`src/rtl/temp_lim_pkg.sv`:
```
package temp_lim_pkg;

    localparam int TEMP_W = 8;
    localparam int REG_W  = 8;
    localparam int ADDR_W = 8;

    localparam logic [ADDR_W-1:0] ADDR_LOW_STAT   = 8'h36;
    localparam logic [ADDR_W-1:0] ADDR_THERM_STAT = 8'h37;

    typedef logic signed [TEMP_W-1:0] temp_t;

    typedef enum logic {
        MODE_LATCHED = 1'b0,
        MODE_COMPARE = 1'b1
    } alert_mode_e;

    typedef enum logic [1:0] {
        SEL_NONE  = 2'd0,
        SEL_LOW   = 2'd1,
        SEL_THERM = 2'd2
    } rd_sel_e;

    typedef struct packed {
        logic below;
        logic qual;
    } low_evt_t;

    // Threshold minus unsigned hysteresis, floored at the most negative value.
    function automatic temp_t release_point(temp_t lim, logic [TEMP_W-1:0] hyst);
        logic signed [TEMP_W+1:0] diff;
        logic signed [TEMP_W+1:0] floor_v;
        diff    = $signed({{2{lim[TEMP_W-1]}}, lim}) - $signed({2'b00, hyst});
        floor_v = $signed({3'b111, {(TEMP_W-1){1'b0}}});
        if (diff < floor_v)
            return {1'b1, {(TEMP_W-1){1'b0}}};
        return diff[TEMP_W-1:0];
    endfunction

endpackage

```
`src/rtl/tl_low_chan.sv`:
```
module tl_low_chan
    import temp_lim_pkg::*;
#(
    parameter int CNT_MAX = 16,
    localparam int SEL_W = $clog2(CNT_MAX),
    localparam int CNT_W = $clog2(CNT_MAX + 1)
) (
    input  logic             clk,
    input  logic             rst,
    input  logic             conv,
    input  temp_t            reading,
    input  temp_t            low_lim,
    input  logic [SEL_W-1:0] cnt_sel,
    input  alert_mode_e      mode,
    input  logic             clr,
    output logic             status,
    output logic             reached
);

    localparam logic [CNT_W-1:0] CNT_TOP = CNT_W'(CNT_MAX);

    logic [CNT_W-1:0] cnt_q;
    logic [CNT_W-1:0] cnt_d;
    logic [CNT_W-1:0] need;
    low_evt_t         evt;

    always_comb begin
        evt.below = (reading < low_lim);
        need      = CNT_W'(cnt_sel) + CNT_W'(1);
        cnt_d     = cnt_q;
        if (conv) begin
            if (!evt.below)
                cnt_d = '0;
            else if (cnt_q != CNT_TOP)
                cnt_d = cnt_q + CNT_W'(1);
        end
        evt.qual = evt.below && (cnt_d >= need);
    end

    always_ff @(posedge clk) begin
        if (rst) begin
            cnt_q   <= '0;
            status  <= 1'b0;
            reached <= 1'b0;
        end else begin
            cnt_q <= cnt_d;
            if (mode == MODE_COMPARE) begin
                if (conv) begin
                    status  <= evt.below;
                    reached <= evt.qual;
                end
            end else begin
                // a new event outranks a read-clear in the same cycle
                status  <= (status  & ~clr) | (conv & evt.below);
                reached <= (reached & ~clr) | (conv & evt.qual);
            end
        end
    end

    assert_set_wins_R4: assert property (@(posedge clk) disable iff (rst)
        (conv && evt.below) |=> status);

    assert_sticky_hold_R3: assert property (@(posedge clk) disable iff (rst)
        (mode == MODE_LATCHED && !conv && !clr) |=> (status == $past(status)));

    assert_comp_follow_R5: assert property (@(posedge clk) disable iff (rst)
        (mode == MODE_COMPARE && conv) |=> (status == $past(evt.below)));

    assert_cnt_bound_R6: assert property (@(posedge clk) disable iff (rst)
        cnt_q <= CNT_TOP);

    assert_reach_needs_status_R6: assert property (@(posedge clk) disable iff (rst)
        reached |-> status);

endmodule

```
`src/rtl/tl_therm_chan.sv`:
```
module tl_therm_chan
    import temp_lim_pkg::*;
(
    input  logic              clk,
    input  logic              rst,
    input  logic              conv,
    input  temp_t             reading,
    input  temp_t             therm_lim,
    input  logic [TEMP_W-1:0] hyst,
    output logic              status
);

    temp_t rel;

    always_comb rel = release_point(therm_lim, hyst);

    always_ff @(posedge clk) begin
        if (rst) begin
            status <= 1'b0;
        end else if (conv) begin
            if (reading > therm_lim)
                status <= 1'b1;
            else if (reading < rel)
                status <= 1'b0;
        end
    end

    assert_therm_set_R7: assert property (@(posedge clk) disable iff (rst)
        (conv && reading > therm_lim) |=> status);

    assert_therm_release_R8: assert property (@(posedge clk) disable iff (rst)
        (conv && reading < therm_lim && reading < rel) |=> !status);

    assert_therm_idle_R8: assert property (@(posedge clk) disable iff (rst)
        !conv |=> $stable(status));

endmodule

```
`src/rtl/tl_read_port.sv`:
```
module tl_read_port
    import temp_lim_pkg::*;
#(
    parameter int NCH = 4
) (
    input  logic              clk,
    input  logic              rst,
    input  logic              rd_stb,
    input  logic [ADDR_W-1:0] rd_addr,
    input  alert_mode_e       mode,
    input  logic [NCH-1:0]    low_vec,
    input  logic [NCH-1:0]    therm_vec,
    output logic [REG_W-1:0]  rd_data,
    output logic              low_clr
);

    rd_sel_e          sel;
    logic [REG_W-1:0] low_reg;
    logic [REG_W-1:0] therm_reg;
    logic [REG_W-1:0] mux_val;

    always_comb begin
        if (rd_addr == ADDR_LOW_STAT)
            sel = SEL_LOW;
        else if (rd_addr == ADDR_THERM_STAT)
            sel = SEL_THERM;
        else
            sel = SEL_NONE;

        low_reg   = REG_W'(low_vec);
        therm_reg = REG_W'(therm_vec);

        unique case (sel)
            SEL_LOW:   mux_val = low_reg;
            SEL_THERM: mux_val = therm_reg;
            default:   mux_val = '0;
        endcase

        low_clr = rd_stb && (sel == SEL_LOW) && (mode == MODE_LATCHED);
    end

    always_ff @(posedge clk) begin
        if (rst)
            rd_data <= '0;
        else if (rd_stb)
            rd_data <= mux_val;
    end

    assert_other_addr_zero_R10: assert property (@(posedge clk) disable iff (rst)
        (rd_stb && rd_addr != ADDR_LOW_STAT && rd_addr != ADDR_THERM_STAT) |=> (rd_data == '0));

    assert_rd_hold_R10: assert property (@(posedge clk) disable iff (rst)
        !rd_stb |=> $stable(rd_data));

endmodule

```
`src/rtl/temp_limit_monitor.sv`:
```
module temp_limit_monitor
    import temp_lim_pkg::*;
#(
    parameter int NCH     = 4,
    parameter int CNT_MAX = 16,
    localparam int SEL_W  = $clog2(CNT_MAX),
    localparam int BUS_W  = NCH * TEMP_W
) (
    input  logic              clk,
    input  logic              rst,
    input  logic              conv_valid,
    input  logic [BUS_W-1:0]  reading_bus,
    input  logic [BUS_W-1:0]  low_lim_bus,
    input  logic [BUS_W-1:0]  therm_lim_bus,
    input  logic [TEMP_W-1:0] therm_hyst,
    input  logic [SEL_W-1:0]  alert_count,
    input  logic              comp_mode,
    input  logic              rd_stb,
    input  logic [ADDR_W-1:0] rd_addr,
    output logic [REG_W-1:0]  rd_data,
    output logic              low_flag,
    output logic              therm_flag,
    output logic              alert_o,
    output logic              therm_o
);

    alert_mode_e    mode;
    logic           low_clr;
    logic [NCH-1:0] low_vec;
    logic [NCH-1:0] reach_vec;
    logic [NCH-1:0] therm_vec;

    always_comb mode = alert_mode_e'(comp_mode);

    for (genvar ch = 0; ch < NCH; ch++) begin : g_chan
        temp_t rd_v;
        temp_t lo_v;
        temp_t th_v;

        always_comb begin
            rd_v = reading_bus[ch*TEMP_W +: TEMP_W];
            lo_v = low_lim_bus[ch*TEMP_W +: TEMP_W];
            th_v = therm_lim_bus[ch*TEMP_W +: TEMP_W];
        end

        tl_low_chan #(.CNT_MAX(CNT_MAX)) u_low (
            .clk     (clk),
            .rst     (rst),
            .conv    (conv_valid),
            .reading (rd_v),
            .low_lim (lo_v),
            .cnt_sel (alert_count),
            .mode    (mode),
            .clr     (low_clr),
            .status  (low_vec[ch]),
            .reached (reach_vec[ch])
        );

        tl_therm_chan u_therm (
            .clk       (clk),
            .rst       (rst),
            .conv      (conv_valid),
            .reading   (rd_v),
            .therm_lim (th_v),
            .hyst      (therm_hyst),
            .status    (therm_vec[ch])
        );
    end

    tl_read_port #(.NCH(NCH)) u_rd (
        .clk       (clk),
        .rst       (rst),
        .rd_stb    (rd_stb),
        .rd_addr   (rd_addr),
        .mode      (mode),
        .low_vec   (low_vec),
        .therm_vec (therm_vec),
        .rd_data   (rd_data),
        .low_clr   (low_clr)
    );

    always_comb begin
        low_flag   = |low_vec;
        therm_flag = |therm_vec;
        therm_o    = |therm_vec;
        alert_o    = |(low_vec & reach_vec);
    end

    assert_read_clears_R3: assert property (@(posedge clk) disable iff (rst)
        (rd_stb && rd_addr == ADDR_LOW_STAT && !comp_mode && !conv_valid) |=> !low_flag);

    assert_alert_needs_low_R6: assert property (@(posedge clk) disable iff (rst)
        alert_o |-> low_flag);

    assert_therm_rise_on_conv_R9: assert property (@(posedge clk) disable iff (rst)
        $rose(therm_o) |-> $past(conv_valid));

    if (NCH < REG_W) begin : g_pad_chk
        assert_pad_zero_R3: assert property (@(posedge clk) disable iff (rst)
            rd_data[REG_W-1:NCH] == '0);
    end

endmodule

```
`config.mk`:
```
export PLATFORM = sky130hd
export DESIGN_NAME = temp_limit_monitor
export DESIGN_NICKNAME = d
export VERILOG_FILES = /design/src/rtl/temp_lim_pkg.sv /design/src/rtl/tl_low_chan.sv /design/src/rtl/tl_therm_chan.sv /design/src/rtl/tl_read_port.sv /design/src/rtl/temp_limit_monitor.sv
export SDC_FILE = /design/constraint.sdc
export NUM_CORES = 1
export LEC_CHECK = 0
export ABC_AREA = 1
export ABC_CLOCK_PERIOD_IN_PS = 2800
export CAP_MARGIN = 20
export CORE_MARGIN = 2
export CORE_UTILIZATION = 45
export CTS_BUF_LIST = sky130_fd_sc_hd__clkbuf_4 sky130_fd_sc_hd__clkbuf_8
export CTS_CLUSTER_SIZE = 8
export DETAILED_ROUTE_END_ITERATION = 7
export PLACE_DENSITY = 0.74
export SLEW_MARGIN = 20
export SYNTH_ARGS = -nofsm -noshare
export SYNTH_HDL_FRONTEND = slang
export SYNTH_SLANG_ARGS = --single-unit
```
`constraint.sdc`:
```
create_clock -name clk -period 2.8 [get_ports clk]
set_input_delay 0.42 -clock clk [delete_from_list [all_inputs] [get_ports clk]]
set_output_delay 0.42 -clock clk [all_outputs]
set_load 0.01 [all_outputs]
```
# Word-level counts from Yosys, hierarchy flattened
# Index checks and enable logic that the tools add are counted.
# op_classes
add_sub_neg	9
order_cmp	20
n_eq_ne	9
muxes	51
n_bitwise	27
n_reduce_logical	17
# ops
op	n
8-bit < comparator	8
8-bit two-way mux	8
5-bit two-way mux	12
10-bit by 8-bit < comparator with 1-bit output, second input constant	4
8-bit by 9-bit subtractor with 10-bit output	4
8-bit greater-than comparator	4
1-bit two-way mux	28
5-bit by 1-bit adder with 5-bit output, second input constant	4
5-bit greater-or-equal comparator	4
5-bit inequality test, second input constant	4
1-bit bitwise AND	16
8-bit by 6-bit == test with 1-bit output, second input constant	2
4-bit OR reduction	3
1-bit OR	8
4-bit one-hot mux with 2 select lines	1
2-bit AND reduction	4
2-bit nonzero test	4
1-bit logical AND	6
4-bit by 1-bit adder with 5-bit output, second input constant	1
4-bit bitwise AND	1
2-bit two-way mux	2
2-bit by 1-bit == test with 1-bit output, second input constant	1
2-bit == test, second input constant	1
2-bit inequality test, second input constant	1
1-bit NOT	2
# word_totals
ff_bits	40
input_bits	121
out_inout_bits	12
elab_cells	150

# Longest topological paths before layout
# Gate-level depths: netlist of the first run.
# depth
word_depth	10
mapped_depth	24
mapped_depth_nobuf	24

# Hierarchy
# From an unflattened synthesis of the first run, not the netlist that was laid out.
# hier_totals
hier_cells	1189
area_unflattened_um2	7413.4
# by_module_without_submodules
mod	n_inst	cells_each	area_each_um2	seq_area_each_um2
tl_therm_chan	4	161	964.7	20.0
tl_low_chan (g_chan[0].u_low ...)	3	118	789.5	140.1
tl_low_chan (g_chan[3].u_low)	1	119	793.3	140.1
tl_read_port	1	56	329.1	80.1
temp_limit_monitor	1	16	63.8	0.0

# Worst setup path before layout of the first run
# No wires, ideal clock.
# synth_timing
path_type	input to register
from	input low_lim_bus[27]
to	register g_chan[3].u_low.reached
setup_time_ns	0.135
t_arrival_ns	2.617
required_time_ns	2.665
slack_ns	0.047
path_stages	20
path_buffers	0
cell_sequence	inv_1 ha_1 a21oi_1 o21ai_0 nand4_1 o211ai_1 or2_2 nand2_1 nor2_1 inv_1 nor2_1 a21oi_1 inv_1 ha_1 a21oi_1 o21bai_1 a21oi_1 nor2_1 o21ai_0 a21oi_1
# synth_between
elab_chain_len	8
word_cells_on_any_way	9
classes_between	order compare (2); mux (4); bitwise (2); reduce/logical (1)
# synth_lines
element	line_no	rtl
start, declared	temp_limit_monitor.sv:13	input logic [BUS_W-1:0] low_lim_bus,
8-bit < comparator *	tl_low_chan.sv:28	evt.below = (reading < low_lim);
5-bit two-way mux *	tl_low_chan.sv:32	if (!evt.below)
5-bit two-way mux *	tl_low_chan.sv:31	if (conv) begin
named net g_chan[3].u_low.cnt_d[1]	tl_low_chan.sv:23	logic [CNT_W-1:0] cnt_d;
5-bit greater-or-equal comparator *	tl_low_chan.sv:37	evt.qual = evt.below && (cnt_d >= need);
1-bit logical AND *	tl_low_chan.sv:37	
1-bit bitwise AND	tl_low_chan.sv:55	reached <= (reached & ~clr) | (conv & evt.qual);
1-bit OR	tl_low_chan.sv:55	
1-bit two-way mux *	tl_low_chan.sv:47	if (mode == MODE_COMPARE) begin
end signal, assigned	tl_low_chan.sv:50	reached <= evt.qual;
end signal, assigned	tl_low_chan.sv:55	
end, declared	tl_low_chan.sv:17	output logic reached
# The timed path passes the listed nets; every way through them passes the cells marked *. The select of a mux whose other input is x is not followed.
# A chain may end at the register's enable or synchronous reset.

# Worst setup path after layout of the first run
# layout_timing
from	input low_lim_bus[19]
to	register g_chan[2].u_low.reached
# layout_between
elab_chain_len	8
word_cells_on_any_way	9
classes_between	order compare (2); mux (4); bitwise (2); reduce/logical (1)
# layout_lines
element	line_no
8-bit < comparator *	tl_low_chan.sv:28
5-bit two-way mux *	tl_low_chan.sv:32
5-bit two-way mux *	tl_low_chan.sv:31
named net g_chan[2].u_low.cnt_d[1]	tl_low_chan.sv:23
5-bit greater-or-equal comparator *	tl_low_chan.sv:37
1-bit logical AND *	tl_low_chan.sv:37
1-bit bitwise AND	tl_low_chan.sv:55
1-bit OR	tl_low_chan.sv:55
1-bit two-way mux *	tl_low_chan.sv:47
end signal, assigned	tl_low_chan.sv:50
end signal, assigned	tl_low_chan.sv:55
end, declared	tl_low_chan.sv:17
# Marks and branches as above.

==> summary.txt, run 1 <==
Timing
  • Final hold violation count: 0
  • Period utilization: 99.3%
  • Tmin final: approximately 2.8 ns
  • Actual slew at the worst max-slew pin: ~0.49 ns
  • Final setup violation count: 0
  • Clk_skew: 0.00858 ns
  • RSZ-0062 raised after global routing: yes
  • Worst rel slew slack: 66.8%
  • Fmax: 360 MHz
  • Slew Limit Fails: 0
  • Final hold slack: just under 0.5 ns

CTS
  • TritonCTS clock tree: done
  • Clock root cell: clkbuf_8
  • Htree depth: 2
  • Clock slew at reported path FFs: 0.08 ns
  • Cts hold-fix bufs: 0
  • CTS sink cnt: 36
  • Clk buf depth: 2
  • Worst-Skew Late Latency: 0.30 ns
  • CTS buffer count: 5

Synth
  • Synth area leaders: ha_1 (28%), nand2_1 (13%), inv_1 (11%)
  • Post-synthesis sequential area ratio: 10.7%
  • Synth Flop Type: dfxtp_1
  • Yosys reg bits: 36
  • Unique masters post-synth: 42
  • Ys Warns: 0
  • Synth area leader: ha_1
  • EDFF count, synth: 0
  • Mapped Cells: approximately 1.0k
  • Avg Inst Size Synth: 6.47 sq um
  • Post-synthesis async set-or-reset flop share: 0%
  • Synth top area share: 28.4%
  • Synthesized area: 6730 sq um

Outcome
  • Status: finished clean

Routing
  • Drt wl/cell: 14.7 um
  • DR WL met2: 11.8 mm
  • Post-route antenna net violation count: 0
  • Detail Route met3 WL: 980 um
  • Detailed Route Iter0 Violations: 390
  • Top layer in use: met4
  • Met1 WL: 9.27 mm
  • Drt drc: 0
  • First-pass detailed-route iteration total: 8
  • Via density: 5.23
  • Vias: 8,083
  • Drt total wl: 22.7 mm

Critical path
  • Crit Path Category: in -> reg
  • CP endpoint kind: flip-flop
  • R2R Path Start: g_chan[1].u_low.cnt_q[1]
  • Startpoint types: input port
  • CP arrival: 2.96 ns
  • Crit path from: low_lim_bus[19]
  • Worst Path Required: 2.98 ns
  • Largest stage delay, worst path: 0.32 ns
  • Slowest cell on the critical path: ha_1
  • Most frequent CP cell: a21oi_1
  • Buffer and inverter count on the worst path: 3
  • CP top delay family: compound AO/OA/AOI/OAI gates
  • CP max FO: 3
  • Worst-path cell chain: dlygate4sd2_1 -> inv_1 -> ha_4 -> a21oi_1 -> nand2_1 -> nand4_1 -> o211ai_1 -> or2_1 -> nand2_4 -> nor2_4 -> inv_2 -> o22ai_2 -> ha_1 -> a21oi_2 -> o21bai_1 -> a21oi_1 -> nor2_1 -> o21ai_1 -> a21oi_1

Run
  • Max Cap Viol: 0

Final layout
  • Fin area: 11,000 sq um
  • Area Growth Syn to Fin: 63.4%
  • Layout fillers: 975
  • Core Util, Final: 75.4%
  • Layout cells sized above 1: 38.0%
  • Nets: 1,639
  • Antenna Diode Count: 0

Power and ir drop
  • Leak: 5.71 nW
  • Max IR drop VDD: 0.176 mV
  • Pwr dens: 295 nW/um^2
  • Power, Total: 0.00324 W

Floorplanning
  • Core footprint: 14,600 sq um
  • FP Rows: 44
  • Die Y: 126 um
  • IO Count: 133
  • Initial Utilization: 46.1%
  • Chip width: 126 um
  • Die area: 16,000 sq um

Global route
  • Largest net degree at the start of global routing: 37
  • Number of global-route vias before repair: 7,917
  • Total grt overflow: 0
  • GRT Overall Usage: 25.2%
  • First-pass GRT wire length: approximately 34 mm
  • Antenna violations before repair: 0

Place
  • IO buf count: 128
  • Dpl cell area: between 9000 and 10,000 sq um
  • HPWL Detailed: 15.1 mm
  • Placer's final routability congestion estimate: between 0.9 and 1

Hold path
  • Hold Path Class: reg -> reg
  • Origin of the worst min-delay path: u_rd.rd_data[2]
-- report_power, final --
part	leakage (nW)	total [W]	switching [W]	internal, W
Sequential	0.294	0.000566	0.0000288	0.000538
Clock	0.0645	0.000533	0.000218	0.000315
Combinational	5.35	0.00214	0.00107	0.00108
Total	5.71	0.00324	0.00131	0.00193
-- layer usage --
metal,GRT usage [%],vias to the layer above
met5,0,-
met4,6.46,0
met3,2.57,64
met2,48.2,277
met1,29.8,3730
li1,-,4012
-- sequential cells by signal, indices dropped and copies added (netlist names) --
register,count
g_chan.u_low.cnt_q,20
g_chan.u_low.reached,4
g_chan.u_low.status,4
g_chan.u_therm.status,4
u_rd.rd_data,4
-- area by class of cell --
type                    count  area, sq um  share of cell area, %
repair buffers            324         2720                   24.7
clock buffers               7         96.3                  0.876
clock inverters             1         30.0                  0.273
inverters                 200          774                   7.04
flip-flops and latches     36          722                   6.56
multi-input cells         794         6420                   58.4
well taps                 184          230                   2.09
-- placed cells by master, fill, tap and decap left out, types with 9 or more instances in the layout --
cell,count
o21ai_0,10
dlygate4sd2_1,45
buf_6,12
clkbuf_2,18
ha_4,61
nor2_1,60
a21oi_2,31
nand4_1,10
nand2_4,14
dfxtp_1,35
clkdlybuf4s50_1,25
nand2_1,192
inv_1,147
o211ai_1,9
nand3_2,20
inv_2,45
ha_1,90
buf_4,184
nand3_1,60
nor2_2,9
or2_2,12
a21oi_1,60
xor2_1,20
dlymetal6s2s_1,26
nand2_2,55
nor3_1,9
-- per-stage QoR --
step                worst slack (ns)  instances  TNS (ns)
global route                  -0.111       1546    -0.486
finish                        0.0209       1546         0
global placement              -0.669       1489     -4.85
CTS                         0.000436       1543         0
floorplan                     0.0475       1044         0
detailed placement            -0.732       1489     -5.26
-- synth_stat cells (3+ instances only) --
library cell and n:
nand2_1 231, inv_1 196, ha_1 153, a21oi_1 84, nand3_1 80, nor2_1 69
dfxtp_1 36, nand2_2 22, xor2_1 21, o21ai_0 19, or2_2 13, nand4_1 10
nor3_1 9, o211ai_1 9, a21oi_2 8, nand2_4 8, o21bai_1 8, or2_1 7
a211oi_1 5, buf_4 5, a22oi_1 4, fa_1 4, inv_2 4, nand3_2 4
a21boi_1 3, clkbuf_1 3, clkbuf_8 3, nor2_2 3, nor2b_1 3
-- path summary, 6_finish.rpt --
check                                           endpoint  slack [ns]  cells past startpoint
worst max-delay path             g_chan[2].u_low.reached        0.02                     19
worst min-delay path                     u_rd.rd_data[2]        0.49                      2
worst max register to register  g_chan[1].u_low.cnt_q[0]        0.27                     17
worst min register to register           u_rd.rd_data[2]        0.49                      2
-- cell families (layout without fill, tap and decap cells) --
family	Yosys count	count (layout)	share of synthesized area (%)
buf+inv	214	532	12.8
compound gates	147	147	12.8
other cells	1	4	0.0557
fa+ha+maj	157	157	29.6
xor+xnor	22	22	2.86
flops	36	36	10.7
simple gates	464	464	31.2
-- worst min-delay path, cell delays in order, from the launching register on --
cell     delay, ns
dfxtp_1       0.31
nand2_1       0.06
a31oi_1       0.07
-- what timing repair did --
| item | CTS | global route |
|---|---|---|
| buffers inserted | 47 | 4 |
| pin swaps | 113 | 147 |
| resized for setup | 231 | 211 |
| setup endpoints to repair | 8 | 11 |
No activity file was read; power rests on OpenSTA's default activity.
==> inputs of run 2 (changes only) <==
--- a/config.mk
+++ b/config.mk
@@ -9,12 +9,12 @@
 export ABC_CLOCK_PERIOD_IN_PS = 2800
 export CAP_MARGIN = 20
 export CORE_MARGIN = 2
-export CORE_UTILIZATION = 45
+export CORE_UTILIZATION = 25
 export CTS_BUF_LIST = sky130_fd_sc_hd__clkbuf_4 sky130_fd_sc_hd__clkbuf_8
 export CTS_CLUSTER_SIZE = 8
 export DETAILED_ROUTE_END_ITERATION = 7
-export PLACE_DENSITY = 0.74
 export SLEW_MARGIN = 20
 export SYNTH_ARGS = -nofsm -noshare
 export SYNTH_HDL_FRONTEND = slang
+export SYNTH_HIERARCHICAL = 1
 export SYNTH_SLANG_ARGS = --single-unit
==> run 2 against run 1 <==
Effect of this change: synthesized cell count up 14%; non-clock buffer count down 35; via count up 0.25%; critical endpoint is now g_chan[2].u_therm/status; global-route usage down 11 points; total power down 9.8%; synthesized area up 10%; critical path type unchanged; sequential share of layout area down 0.19 points.
==> summary.txt, run 2 <==
Floorplanning
  • FP Rows: 63
  • Die area: between 30,000 and 40,000 sq um
  • Core footprint: 29,400 sq um
  • Die Y: 176 um
  • Chip width: 176 um
  • Initial Utilization: about a quarter
  • IO Count: 133

Power and ir drop
  • Switching Share: a little over two fifths
  • Leak: between 6 and 7 nW
  • Pwr dens: between 200 and 300 nW/um^2
  • Max IR drop VDD: 0.133 mV
  • Power, Total: about 0.003 W
  • Sequential power share: roughly a fifth
  • Clk pwr share: approximately 14%
  • P_sw: 0.00122 W
  • Comb power frac: 67.1%
  • Internal: 0.00171 W

Synth
  • Post-synthesis sequential area ratio: 9.72%
  • Synth area leader: ha_1
  • Most frequent cell after synthesis: nand2_1
  • Synthesized area: 7410 sq um
  • Post-synthesis adder-cell area fraction: 27.4%
  • Ys Warns: 6
  • Avg Inst Size Synth: 6.23 sq um
  • Mux contribution to synthesized area: 0%
  • Xor/xnor cell area share of the yosys netlist: 3.31%
  • Yosys reg bits: 36
  • Synth top area share: a little over a quarter
  • EDFF count, synth: 0
  • Post-synthesis async set-or-reset flop share: 0%
  • Most frequent cells after synthesis: nand2_1 (305), inv_1 (251), ha_1 (156), a21oi_1 (76), nand3_1 (76)
  • Main combinational cell family by area after synthesis: simple AND/OR/NAND/NOR gates
  • Unique masters post-synth: 29
  • Post-Synth Simple-Gate Area: 36.1%
  • Synth Flop Type: dfxtp_1
  • Compound-cell area share of the yosys netlist: 9.25%
  • Synth area leaders: ha_1 (26%), nand2_1 (15%), inv_1 (13%)
  • Mapped Cells: 1,189

Final layout
  • Area Growth Syn to Fin: 52.5%
  • Antenna Diode Count: 0
  • Most common cell after layout, fill and taps aside: nand2_1
  • Layout cells sized above 1: between 20% and 30%
  • Most frequent cells in the layout: nand2_1 (280), inv_1 (236), buf_4 (150), ha_1 (112), clkdlybuf4s50_1 (88)
  • Fin cells: 1,870
  • Nets: 1,760
  • Largest reg by FF count: g_chan.u_low/cnt_q
  • Core Util, Final: approximately two fifths
  • Flip-flop count of the largest register after layout: 20

Routing
  • Detailed Route Iter0 Violations: a little over 300
  • First-pass detailed-route iteration total: 4
  • Vias: just over 8k
  • Drt wl/cell: 11.9 um
  • Via density: 4.33
  • Drt total wl: 22.2 mm
  • Post-route antenna net violation count: 0
  • Drt drc: 0

CTS
  • Htree depth: 2
  • Clk buf depth: 2
  • Clock slew at reported path FFs: 0.08 ns
  • CTS sink cnt: 36
  • Cts hold-fix bufs: 0
  • Clock root cell: clkbuf_8
  • CTS buffer count: 5
  • Worst-Skew Late Latency: 0.29 ns
  • TritonCTS clock tree: done

Outcome
  • Status: finished clean

Hold path
  • Origin of the worst min-delay path: g_chan[0].u_low/reached
  • Hold Path Cell Cnt: 2
  • Hold Path Class: reg -> reg
  • Hold EP: g_chan[0].u_low/reached

Timing
  • Final hold slack: 0.475 ns
  • Setup TNS: 0 ns
  • Final hold violation count: 0
  • RSZ-0062 raised after global routing: yes
  • Slew Limit Fails: 0
  • Clk_skew: 0.00451 ns
  • Fmax: 378 MHz
  • Final setup violation count: 0
  • Period utilization: 94.5%
  • Tmin final: 2.65 ns

Global route
  • Number of global-route vias before repair: 7,793
  • GRT Overall Usage: between 10% and 20%
  • Antenna violations before repair: 1
  • Largest net degree at the start of global routing: 34
  • First-pass GRT wire length: 35.7 mm
  • Total grt overflow: 0

Critical path
  • R2R Path Start: g_chan[2].u_low/cnt_q[0]
  • R2R Setup Slk: about 0.7 ns
  • CP max FO: 4
  • Worst Path Required: approximately 3 ns
  • RR Endpoint: g_chan[2].u_low/reached
  • Reg2Reg Depth: 13
  • Crit Path Category: in -> reg
  • CP endpoint kind: flip-flop
  • Startpoint types: input port
  • CP arrival: roughly 2.8 ns

Place
  • IO buf count: about 130
  • Cells after DPL: between 1.5k and 2k
  • Placer's final routability congestion estimate: 0.873
  • HPWL Detailed: 18.3 mm

Run
  • Max Cap Viol: 0
## run 2: metrics by stage
step	setup WS [ns]	cell area, sq um
floorplan	0.0822	7420
global placement	-0.689	10300
detailed placement	-0.732	10300
CTS	0.000550	10700
global route	-0.0359	11300
finish	0.153	11300
## run 2: final cells by class
class | instances | area, sq um
timing repair buffer | 289 | 2530
sequential | 36 | 721
multi-input combinational | 886 | 6490
clock buffer | 6 | 82.6
tap | 390 | 488
fill | 3069 | 18100
inverter | 261 | 982
clock inverter | 2 | 10.0
## run 2: how the worst max path moves through the flow
stage | cells after the start | from | to | slack, ns
global route | 23 | therm_lim_bus[21] | g_chan[2].u_therm/status | -0.04
CTS | 19 | therm_lim_bus[29] | g_chan[3].u_therm/status | 0.0006
floorplan | 21 | therm_lim_bus[0] | g_chan[0].u_therm/status | 0.08
finish | 25 | therm_hyst[0] | g_chan[2].u_therm/status | 0.15
detailed placement | 22 | therm_hyst[0] | g_chan[0].u_therm/status | -0.73
global placement | 22 | therm_hyst[0] | g_chan[0].u_therm/status | -0.69
## run 2: kinds of logic (layout without fill, tap and decap cells)
group,Yosys count,in the layout
xor gates and xnor gates,28,28
other,1,4
buffers and inverters,270,558
and+or+nand+nor,574,574
AOI/OAI and AO/OA,120,120
adders and majority gates,160,160
DFF,36,36
## run 2: repair_timing
action / 4_1_cts / 5_1_grt
setup endpoints to repair: 4 / 8
endpoints found under the hold margin: 0 / 0
pin swaps: 23 / 63
resized for setup: 76 / 135
setup buffers: 8 / 7
## run 2: routing by layer
layer	global-route usage, %	wire length (um)
met3	1.23	790
met4	1.72	129
met2	25.4	10900
met1	17.8	10400
met5	0	13
## run 2: power groups by stage
stage / logic (W) / clock network [W] / registers (W)
after floorplan: 0.000989 / 0 / 0.000568
after global placement: 0.00168 / 0 / 0.000577
after detailed placement: 0.00172 / 0 / 0.000577
after CTS: 0.00180 / 0.000416 / 0.000565
after global routing: 0.00222 / 0.000431 / 0.000570
final: 0.00196 / 0.000397 / 0.000566
## run 2: critical path: stages
cell     delay [ns]
buf_6          0.09
buf_12         0.13
ha_4           0.16
inv_4          0.05
fa_2           0.20
nand2_2        0.07
buf_4          0.13
buf_4          0.12
buf_4          0.12
buf_4          0.12
buf_4          0.12
buf_4          0.12
buf_4          0.13
nand3_4        0.09
ha_4           0.20
nand2_1        0.05
inv_1          0.03
nand2_1        0.06
nand2_2        0.05
nand2_2        0.06
nand2_1        0.05
nand2_1        0.05
nand3_1        0.06
nand2_1        0.08
a21oi_2        0.05
==> inputs of run 3 (changes only) <==
--- a/config.mk
+++ b/config.mk
@@ -13,6 +13,8 @@
 export CTS_BUF_LIST = sky130_fd_sc_hd__clkbuf_4 sky130_fd_sc_hd__clkbuf_8
 export CTS_CLUSTER_SIZE = 8
 export DETAILED_ROUTE_END_ITERATION = 7
+export SKIP_CTS_REPAIR_TIMING = 1
+export SKIP_LAST_GASP = 1
 export SLEW_MARGIN = 20
 export SYNTH_ARGS = -nofsm -noshare
 export SYNTH_HDL_FRONTEND = slang
==> run 3 against run 2 <==
Effect of this change: final cell count shrank 0.70%; clock power hardly changed; wire length up 0.29%; utilization is 0.081 points higher; maximum frequency down 2.2%; count of clock-buffer cells in the layout unchanged; design area increased by 0.21%; combinational power is essentially flat; clock skew is 0.00075 ns lower; non-clock buffer count shrank 13; sequential share of layout area is essentially flat; critical path depth fell by 2; critical endpoint is now g_chan[0].u_therm/status; largest cell class unchanged.
==> summary.txt, run 3 (synthesized netlist as in run 2, its figures left out) <==
Critical path
  • CP arrival: between 2 and 3 ns
  • RR Endpoint: g_chan[2].u_low/reached
  • R2R Path Start: g_chan[2].u_low/cnt_q[0]
  • Crit path from: therm_lim_bus[0]
  • Startpoint types: input port
  • CP endpoint kind: flip-flop
  • CP max FO: 4
  • R2R Setup Slk: approximately 0.7 ns
  • Worst Path Required: about 3 ns
  • Crit Path Category: in -> reg
  • Reg2Reg Depth: 13

Final layout
  • Flip-flop count of the largest register after layout: 20
  • Largest reg by FF count: g_chan.u_low/cnt_q
  • Footprint of the multi-input gates: approximately 6500 sq um
  • Most frequent cells in the layout: nand2_1 (280), inv_1 (236), buf_4 (138), ha_1 (111), clkdlybuf4s50_1 (88)
  • Area Growth Syn to Fin: 52.8%
  • Nets: between 1.5k and 2k
  • Antenna Diode Count: 0
  • Sequential cell area: 721 sq um
  • Layout fillers: 3,058
  • Layout cells sized above 1: around 27%
  • Most common cell after layout, fill and taps aside: nand2_1

Hold path
  • Hold Path Class: reg -> reg
  • Origin of the worst min-delay path: g_chan[0].u_low/reached
  • Hold Path Cell Cnt: 2
  • Hold EP: g_chan[0].u_low/reached

Global route
  • Number of global-route vias before repair: 7,680
  • Antenna violations before repair: 1
  • GRT Overall Usage: 13.5%
  • Largest net degree at the start of global routing: 34
  • First-pass GRT wire length: 35.1 mm
  • Total grt overflow: 0

Floorplanning
  • Die area: 31,000 sq um
  • Initial Utilization: between 20% and 30%
  • Chip width: approximately 180 um
  • Die Y: around 180 um
  • IO Count: 133
  • FP Rows: 63
  • Core footprint: roughly 30,000 sq um

Timing
  • Clk_skew: 0.00376 ns
  • Fmax: 369 MHz
  • Final setup violation count: 0
  • Slew Limit Fails: 0
  • Final hold violation count: 0
  • RSZ-0062 raised after global routing: yes
  • Tmin final: roughly 2.7 ns
  • Final hold slack: 0.475 ns
  • Period utilization: 96.7%

Routing
  • Vias: between 8k and 9k
  • First-pass detailed-route iteration total: 4
  • Via density: 4.35
  • Drt wl/cell: 12.0 um
  • Post-route antenna net violation count: 0
  • Drt total wl: 22.3 mm
  • Drt drc: 0
  • Detailed Route Iter0 Violations: between 300 and 400

Power and ir drop
  • Max IR drop VDD: about 0.13 mV
  • Pwr dens: about 260 nW/um^2
  • Leak: 6.14 nW
  • Power, Total: 0.00292 W

CTS
  • Clock root cell: clkbuf_8
  • CTS buffer count: 5
  • CTS sink cnt: 36
  • Htree depth: 2
  • Worst-Skew Late Latency: 0.28 ns
  • Clk buf depth: 2
  • Clock slew at reported path FFs: 0.08 ns
  • TritonCTS clock tree: done

Place
  • Placer's final routability congestion estimate: 0.873
  • IO buf count: 128
  • HPWL Detailed: 18.3 mm

Outcome
  • Status: finished clean

Run
  • Max Cap Viol: 0
[run 3: cell count changes in the layout (fill, tap and decap cells not counted), moves of 6 or more]
cell            change
buf_4              -12
dlymetal6s2s_1     +24
dlygate4sd2_1      -17
clkbuf_2            -6
[run 3: final cells by class]
type	instances	area share (%)
well taps	390	4.31
multi-input cells	886	57.5
clock buffers	6	0.729
repair buffers	276	22.4
flip-flops and latches	36	6.36
inverters	261	8.65
clock inverters	2	0.0883
[run 3: routing by layer]
metal / global-route usage [%] / vias up / part of all wire, %
met5: 0 / - / 0.058
met4: 1.62 / 2 / 0.49
met3: 1.23 / 10 / 3.8
met2: 24.8 / 123 / 49
met1: 17.6 / 3607 / 47
li1: - / 4331 / -
[run 3: worst max-delay path, cell delays in order]
cell and delay [ns]:
dlymetal6s2s_1 0.14, inv_2 0.08, ha_4 0.13, inv_2 0.04
fa_2 0.36, nand2_2 0.09, nand2_2 0.08, nand3_2 0.09
nand2_1 0.05, nand2_1 0.06, nand2_1 0.06, nand2_2 0.08
nand2_4 0.07, nand2_2 0.08, ha_4 0.20, a21oi_2 0.14
nor2_1 0.07, a211oi_2 0.23, buf_4 0.15, nand3_2 0.07
nand3_2 0.06, nand2_2 0.05, a21oi_2 0.12
[run 3: stage by stage]
| stage | cells | util (%) | cell area [sq um] | setup WS, ns | TNS [ns] |
|---|---|---|---|---|---|
| 3_3_place_gp | 1848 | 35.0 | 10300 | -0.689 | -3.32 |
| 4_1_cts | 1856 | 35.4 | 10400 | -0.438 | -1.63 |
| 5_1_grt | 1857 | 38.5 | 11300 | -0.0846 | -0.199 |
| 2_1_floorplan | 1192 | - | 7420 | 0.0822 | 0 |
| 3_5_place_dp | 1848 | 35.0 | 10300 | -0.732 | -3.71 |
| 6_report | 1857 | 38.5 | 11300 | 0.0925 | 0 |
[run 3: worst max-delay path by stage]
stage,slack (ns),endpoint,depth (start not counted)
final,0.09,g_chan[0].u_therm/status,23
after global routing,-0.08,g_chan[0].u_therm/status,23
after CTS,-0.44,g_chan[0].u_therm/status,22
after detailed placement,-0.73,g_chan[0].u_therm/status,22
after global placement,-0.69,g_chan[0].u_therm/status,22
after floorplan,0.08,g_chan[0].u_therm/status,21
[run 3: where the power goes]
| group | switching [W] | total [W] | internal [W] | leakage [nW] |
|---|---|---|---|---|
| clock network | 0.000199 | 0.000396 | 0.000197 | 0.0510 |
| logic | 0.000990 | 0.00196 | 0.000968 | 5.79 |
| registers | 0.0000280 | 0.000566 | 0.000538 | 0.294 |
